===== src/rtl/slave_port_pkg.sv =====
package slave_port_pkg;

    typedef struct packed {
        logic shared;
        logic enable;
        logic sel_src;
        logic ibe_irq_en;
        logic obf_irq_en;
    } ctl_t;

    localparam int CTL_W = $bits(ctl_t);

    typedef enum logic [1:0] {
        ADDR_CTL  = 2'd0,
        ADDR_STAT = 2'd1,
        ADDR_CMD  = 2'd2,
        ADDR_DATA = 2'd3
    } loc_addr_e;

    localparam int STAT_OBF = 0;
    localparam int STAT_IBE = 1;
    localparam int STAT_CBE = 2;

endpackage


===== src/rtl/slave_port_sync.sv =====
module slave_port_sync #(
    parameter int STAGES = 2
) (
    input  logic clk,
    input  logic rst_n,
    input  logic d,
    output logic q
);
    logic [STAGES-1:0] chain_q;

    for (genvar i = 0; i < STAGES; i++) begin : g_stage
        if (i == 0) begin : g_first
            always_ff @(posedge clk or negedge rst_n) begin
                if (!rst_n) chain_q[0] <= 1'b0;
                else        chain_q[0] <= d;
            end
        end else begin : g_next
            always_ff @(posedge clk or negedge rst_n) begin
                if (!rst_n) chain_q[i] <= 1'b0;
                else        chain_q[i] <= chain_q[i-1];
            end
        end
    end

    assign q = chain_q[STAGES-1];
endmodule


===== src/rtl/slave_port_strobe.sv =====
module slave_port_strobe #(
    parameter int STAGES = 2
) (
    input  logic clk,
    input  logic rst_n,
    input  logic level,
    output logic rise
);
    logic synced;
    logic prev_d, prev_q;

    slave_port_sync #(.STAGES(STAGES)) i_sync (
        .clk  (clk),
        .rst_n(rst_n),
        .d    (level),
        .q    (synced)
    );

    always_comb begin
        prev_d = synced;
    end

    always_ff @(posedge clk or negedge rst_n) begin
        if (!rst_n) prev_q <= 1'b0;
        else        prev_q <= prev_d;
    end

    assign rise = synced & ~prev_q;

    AST_RISE_SINGLE: assert property (@(posedge clk) disable iff (!rst_n)
        rise |=> !rise);
endmodule


===== src/rtl/slave_port_sel.sv =====
module slave_port_sel #(
    parameter int STAGES = 2
) (
    input  logic clk,
    input  logic rst_n,
    input  logic ale,
    input  logic a1,
    input  logic ad1,
    input  logic from_data,
    output logic sel
);
    logic ale_rise;
    logic sel_d, sel_q;

    slave_port_strobe #(.STAGES(STAGES)) i_ale (
        .clk  (clk),
        .rst_n(rst_n),
        .level(ale),
        .rise (ale_rise)
    );

    always_comb begin
        sel_d = sel_q;
        if (ale_rise) begin
            sel_d = from_data ? ad1 : a1;
        end
    end

    always_ff @(posedge clk or negedge rst_n) begin
        if (!rst_n) sel_q <= 1'b0;
        else        sel_q <= sel_d;
    end

    assign sel = sel_q;

    AST_SEL_HOLD: assert property (@(posedge clk) disable iff (!rst_n)
        !ale_rise |=> $stable(sel_q));
    AST_SEL_FROM_DATA: assert property (@(posedge clk) disable iff (!rst_n)
        (ale_rise && from_data) |=> (sel_q == $past(ad1)));
endmodule


===== src/rtl/slave_port_ctl.sv =====
module slave_port_ctl
    import slave_port_pkg::*;
#(
    parameter int DATA_W      = 8,
    parameter int SYNC_STAGES = 2
) (
    input  logic              clk,
    input  logic              rst_n,
    input  logic              mst_cs_n,
    input  logic              mst_rd_n,
    input  logic              mst_wr_n,
    input  logic              mst_ale,
    input  logic              mst_a1,
    input  logic [DATA_W-1:0] mst_din,
    output logic [DATA_W-1:0] mst_dout,
    output logic              mst_irq,
    input  logic [1:0]        loc_addr,
    input  logic              loc_wr,
    input  logic              loc_rd,
    input  logic [DATA_W-1:0] loc_wdata,
    output logic [DATA_W-1:0] loc_rdata
);
    localparam int PAD_W = DATA_W - CTL_W;

    typedef struct packed {
        ctl_t              ctl;
        logic              cbe;
        logic              ibe;
        logic              obf;
        logic [DATA_W-1:0] cmd;
        logic [DATA_W-1:0] ibuf;
        logic [DATA_W-1:0] obuf;
        logic              irq;
    } state_t;

    state_t st_d, st_q;

    logic wr_rise, rd_rise, sel_raw, eff_sel;
    logic [DATA_W-1:0] stat_vec;

    slave_port_strobe #(.STAGES(SYNC_STAGES)) i_wr (
        .clk  (clk),
        .rst_n(rst_n),
        .level(~mst_cs_n & ~mst_wr_n),
        .rise (wr_rise)
    );

    slave_port_strobe #(.STAGES(SYNC_STAGES)) i_rd (
        .clk  (clk),
        .rst_n(rst_n),
        .level(~mst_cs_n & ~mst_rd_n),
        .rise (rd_rise)
    );

    slave_port_sel #(.STAGES(SYNC_STAGES)) i_sel (
        .clk      (clk),
        .rst_n    (rst_n),
        .ale      (mst_ale),
        .a1       (mst_a1),
        .ad1      (mst_din[1]),
        .from_data(st_q.ctl.sel_src),
        .sel      (sel_raw)
    );

    assign eff_sel = sel_raw & ~st_q.ctl.shared;

    always_comb begin
        stat_vec           = '0;
        stat_vec[STAT_OBF] = st_q.obf;
        stat_vec[STAT_IBE] = st_q.ibe;
        stat_vec[STAT_CBE] = st_q.cbe;
    end

    always_comb begin
        st_d = st_q;
        // local side
        if (loc_wr) begin
            case (loc_addr)
                ADDR_CTL:  st_d.ctl = ctl_t'(loc_wdata[CTL_W-1:0]);
                ADDR_DATA: begin
                    st_d.obuf = loc_wdata;
                    st_d.obf  = 1'b1;
                end
                default: ;
            endcase
        end
        if (loc_rd) begin
            case (loc_addr)
                ADDR_CMD:  st_d.cbe = 1'b1;
                ADDR_DATA: st_d.ibe = 1'b1;
                default: ;
            endcase
        end
        // master side
        if (st_q.ctl.enable) begin
            if (wr_rise) begin
                if (eff_sel) begin
                    st_d.cmd = mst_din;
                    st_d.cbe = 1'b0;
                end else begin
                    st_d.ibuf = mst_din;
                    st_d.ibe  = 1'b0;
                end
            end
            if (rd_rise && !eff_sel) begin
                st_d.obf = 1'b0;
            end
        end else begin
            st_d.cbe = 1'b0;
            st_d.ibe = 1'b0;
            st_d.obf = 1'b0;
        end
        // interrupt
        if (st_q.ctl.shared) begin
            st_d.irq = st_q.ibe | st_q.obf;
        end else begin
            st_d.irq = (st_q.ibe & st_q.ctl.ibe_irq_en) |
                       (st_q.obf & st_q.ctl.obf_irq_en);
        end
    end

    always_ff @(posedge clk or negedge rst_n) begin
        if (!rst_n) st_q <= '0;
        else        st_q <= st_d;
    end

    assign mst_dout = eff_sel ? stat_vec : st_q.obuf;
    assign mst_irq  = st_q.irq;

    always_comb begin
        case (loc_addr)
            ADDR_CTL:  loc_rdata = {{PAD_W{1'b0}}, st_q.ctl};
            ADDR_STAT: loc_rdata = stat_vec;
            ADDR_CMD:  loc_rdata = st_q.cmd;
            default:   loc_rdata = st_q.ibuf;
        endcase
    end

    AST_OFF_FLAGS_CLEAR: assert property (@(posedge clk) disable iff (!rst_n)
        !st_q.ctl.enable |=> (stat_vec == '0));
    AST_CMD_CAPTURE: assert property (@(posedge clk) disable iff (!rst_n)
        (wr_rise && st_q.ctl.enable && eff_sel) |=>
        (st_q.cmd == $past(mst_din) && !st_q.cbe));
    AST_IBUF_CAPTURE: assert property (@(posedge clk) disable iff (!rst_n)
        (wr_rise && st_q.ctl.enable && !eff_sel) |=>
        (st_q.ibuf == $past(mst_din) && !st_q.ibe));
    AST_SHARED_CMD_HOLD: assert property (@(posedge clk) disable iff (!rst_n)
        st_q.ctl.shared |=> $stable(st_q.cmd));
    AST_IRQ_QUIET: assert property (@(posedge clk) disable iff (!rst_n)
        !(st_q.ibe || st_q.obf) |=> !mst_irq);
    AST_IRQ_SHARED: assert property (@(posedge clk) disable iff (!rst_n)
        (st_q.ctl.shared && (st_q.ibe || st_q.obf)) |=> mst_irq);
    AST_OFF_BUF_HOLD: assert property (@(posedge clk) disable iff (!rst_n)
        !st_q.ctl.enable |=> ($stable(st_q.cmd) && $stable(st_q.ibuf)));
endmodule


===== config.mk =====
export PLATFORM = sky130hd
export DESIGN_NAME = slave_port_ctl
export DESIGN_NICKNAME = d
export VERILOG_FILES = /design/src/rtl/slave_port_pkg.sv /design/src/rtl/slave_port_sync.sv /design/src/rtl/slave_port_strobe.sv /design/src/rtl/slave_port_sel.sv /design/src/rtl/slave_port_ctl.sv
export SDC_FILE = /design/constraint.sdc
export NUM_CORES = 1
export LEC_CHECK = 0
export BUFFER_PORTS_ARGS = -buffer_cell sky130_fd_sc_hd__buf_4
export CAP_MARGIN = 20
export CORE_MARGIN = 4
export CORE_UTILIZATION = 23
export CTS_BUF_LIST = sky130_fd_sc_hd__clkbuf_4 sky130_fd_sc_hd__clkbuf_8 sky130_fd_sc_hd__clkbuf_16
export CTS_CLUSTER_DIAMETER = 40
export DETAILED_ROUTE_END_ITERATION = 12
export SLEW_MARGIN = 30
export SYNTH_ARGS = -nofsm -noshare
export SYNTH_HDL_FRONTEND = slang
export SYNTH_SLANG_ARGS = --single-unit

===== constraint.sdc =====
create_clock -name clk -period 1.5 [get_ports clk]
set_input_delay 0.3 -clock clk [delete_from_list [all_inputs] [get_ports clk]]
set_output_delay 0.3 -clock clk [all_outputs]
set_load 0.01 [all_outputs]

==> impl_results.md <==
* Worst setup margin at -137 ps
* Sum of negative setup slack at -868 ps
* Fin cells at 298
* Post-synthesis cell type count at 25
* H-tree Lvls at 2
* Max stage delay on crit path at 510 ps
* Failing checks: hold timing, setup timing
* Antenna violations before repair at 0
* Max_cap viols at 0
* CP max FO at 2
* Final HPWL from detailed placement at 2980 um
* Gpl congestion at 0.778
* CTS Buf Count at 5
* Diode count at 0
* Synth Flop Type: dfrtp_1
* Status: finished with violations
* Total core area at 7850 um^2
* Mux cell area share after synthesis at 25.6%
* IO Count at 44
* Clock transition at path regs at 80 ps
* Quantity of hold-fixing buffers added after cts at 0
* WL/cell at 14.3 um
* Root buffer cell: clkbuf_8
* Via density per instance at 4.23
* Vias in the first global route at 1303
* Syn nets at 161
* Synth cell count leaders: dfrtp_1, mux2_2, nand2_1
* Async set-or-reset flop fraction in the synthesized netlist at 100%
* Skew-Pair Late Insertion Delay at 290 ps
* # setup viols final at 12
* CP Class: reg2out
* Post-Synth Simple-Gate Area at 11.7%
* DR pass1 iterations at 4
* Final setup skew at 4.88 ps
* Routed Antenna Nets at 0
* R2R setup slack at 20 ps
* CTS sink count at 43
* Final WL at 4270 um
* Largest area contributor in the netlist: dfrtp_1
* WHS at -16.4 ps
* Syn Area/Cell at 14.1 um^2
* Ys Warns at 0
* HP Class: in2async
* LEAKAGE at 1.26 nW
* Total Routing Usage GR at 9.23%
* Mapped cell area at 1890 um^2
* Crit path DAT at 1340 ps
* Share of layout cells above drive strength 1 at 61.7%
* Area growth syn-to-layout at 40.6%
* P per Cell Area at 1350 nW/um^2
* Global-route wire length before repair at 6840 um
* Worst path top cell family by delay: multiplexers
* Post-synthesis sequential area ratio at 56.9%
* Max Root-Sink Buffers at 2
* Cells after synthesis at 134
* # rows at 32
* Min Tclk post-route at 1640 ps
* Iteration-0 DRC Markers at 45
* Largest net degree at the start of global routing at 44
* Dpl cells at 279
* Most frequent cell after synthesis: dfrtp_1
* Final hold viol count at 32
* Critical Path RT at 1200 ps
* Nets at 223
* Largest family of logic cells by synthesized area: multiplexers
* Die height at 98.7 um
* Fin util at 33.9%
* Initial Utilization at 24.1%
* # DRC at 0
* VDD IR max at 652 uV
* Maximum clock frequency at 611 MHz
* Synthesized flop and latch total at 43
* Congestion Overflow GR at 0
* Port bufs at 43
* Crit path max-delay cell type: mux4_2
* Final slew viol count at 0
* Die Area at 9740 um^2
* Synth Area in Compound Gates at 3.44%
* Area contributors post-synth: dfrtp_1, mux2_2, mux2_4
* Final Cycle Share at 109%
* XOR/XNOR share of the synthesized area at 0%
* CTS tree: yes
* Worst Setup Start Kind: flop
* Share of the synthesized area in the top cell type at 56.9%
* CP bufs+invs at 1
* Die X-Extent at 98.7 um
* Worst-path cell chain: mux4_2, buf_6
* Vias at 1262
* RSZ-0062 raised after global routing: true
* Post-Synth Adder-Cell Area at 0%
* Slew of the pin with the lowest slew margin at 542 ps
* EDFF count, synth at 0
* Slew HR at 63.9%
* Crit end category: output pin
==> timing repair <==
action,CTS,global route
resized for setup,26,17
gates cloned,0,0
setup endpoints to repair,12,21
buffers inserted,8,4
pin swaps,7,4
==> per-stage QoR <==
step | area (um^2) | hold WS, ps | setup slack, ps | power [mW]
floorplan | 1890 | 4.41 | 162 | 2.16
global placement | 2350 | 328 | 78.5 | 2.53
detailed placement | 2350 | 327 | 57.3 | 2.55
CTS | 2580 | 7.18 | -143 | 3.49
global route | 2660 | 21.5 | -195 | 3.81
finish | 2660 | -16.4 | -137 | 3.59
==> report_power, final <==
group	internal [mW]	total (mW)	switching, mW
Clock	0.361	0.742	0.380
Combinational	0.816	1.23	0.416
Sequential	1.45	1.62	0.173
Total	2.62	3.59	0.970
==> registers in the layout, summed over array words and instances, names as in the netlist <==
| name | cells |
|---|---|
| mst_irq | 1 |
| i_rd.i_sync.chain_q | 1 |
| st_q | 32 |
| i_wr.prev_q | 1 |
| i_wr.i_sync.chain_q | 1 |
| i_sel.i_ale.prev_q | 1 |
| i_sel.i_ale.i_sync.q | 1 |
| i_sel.i_ale.i_sync.chain_q | 1 |
| i_rd.i_sync.q | 1 |
| i_rd.prev_q | 1 |
| i_sel.sel | 1 |
| i_wr.i_sync.q | 1 |
==> area by class of cell <==
| type | count | area [um^2] |
|---|---|---|
| Timing Repair Buffer | 61 | 514 |
| Tap cell | 102 | 128 |
| Clock buffer | 6 | 82.6 |
| Inverter | 2 | 7.51 |
| Clock inverter | 1 | 5.00 |
| Sequential cell | 43 | 1080 |
| Multi-Input combinational cell | 83 | 845 |
| Fill cell | 780 | 5190 |
==> routing by layer <==
layer  routed length, um  track usage [%]
met5                   0                0
met3                 307             4.18
met4                  35             2.52
met2                1970             14.0
met1                1960             12.0
==> logic make-up (layout without fill, tap and decap cells) <==
kind of cell,after synthesis,count (layout)
muxes,38,38
and+or+nand+nor,33,33
DFF,43,43
buffers and inverters,8,70
AOI/OAI and AO/OA,12,12
==> cell usage in the layout, fill, tap and decap left out, types with 3 or more instances in the layout <==
cell,n
nand2_2,6
buf_4,46
buf_6,15
nand2b_1,3
nor2b_1,3
mux2_2,14
nor2_1,4
and2_4,5
dfrtp_1,41
o21ai_0,5
mux2_4,15
mux4_2,3
mux2i_1,6
clkbuf_8,6
nand3_4,3
==> final timing paths <==
path | startpoint | to | cells past startpoint
setup / recovery | st_q[11] | loc_rdata[2] | 2
hold / removal | rst_n | st_q[7] | 1
setup reg to reg | st_q[32] | st_q[20] | 4
hold reg to reg | i_rd.i_sync.chain_q[0] | i_rd.i_sync.q | 0
max in group asynchronous | rst_n | st_q[31] | 1
min in group clk | mst_ale | i_sel.i_ale.i_sync.chain_q[0] | 1
No activity file was read; power rests on OpenSTA's default activity.
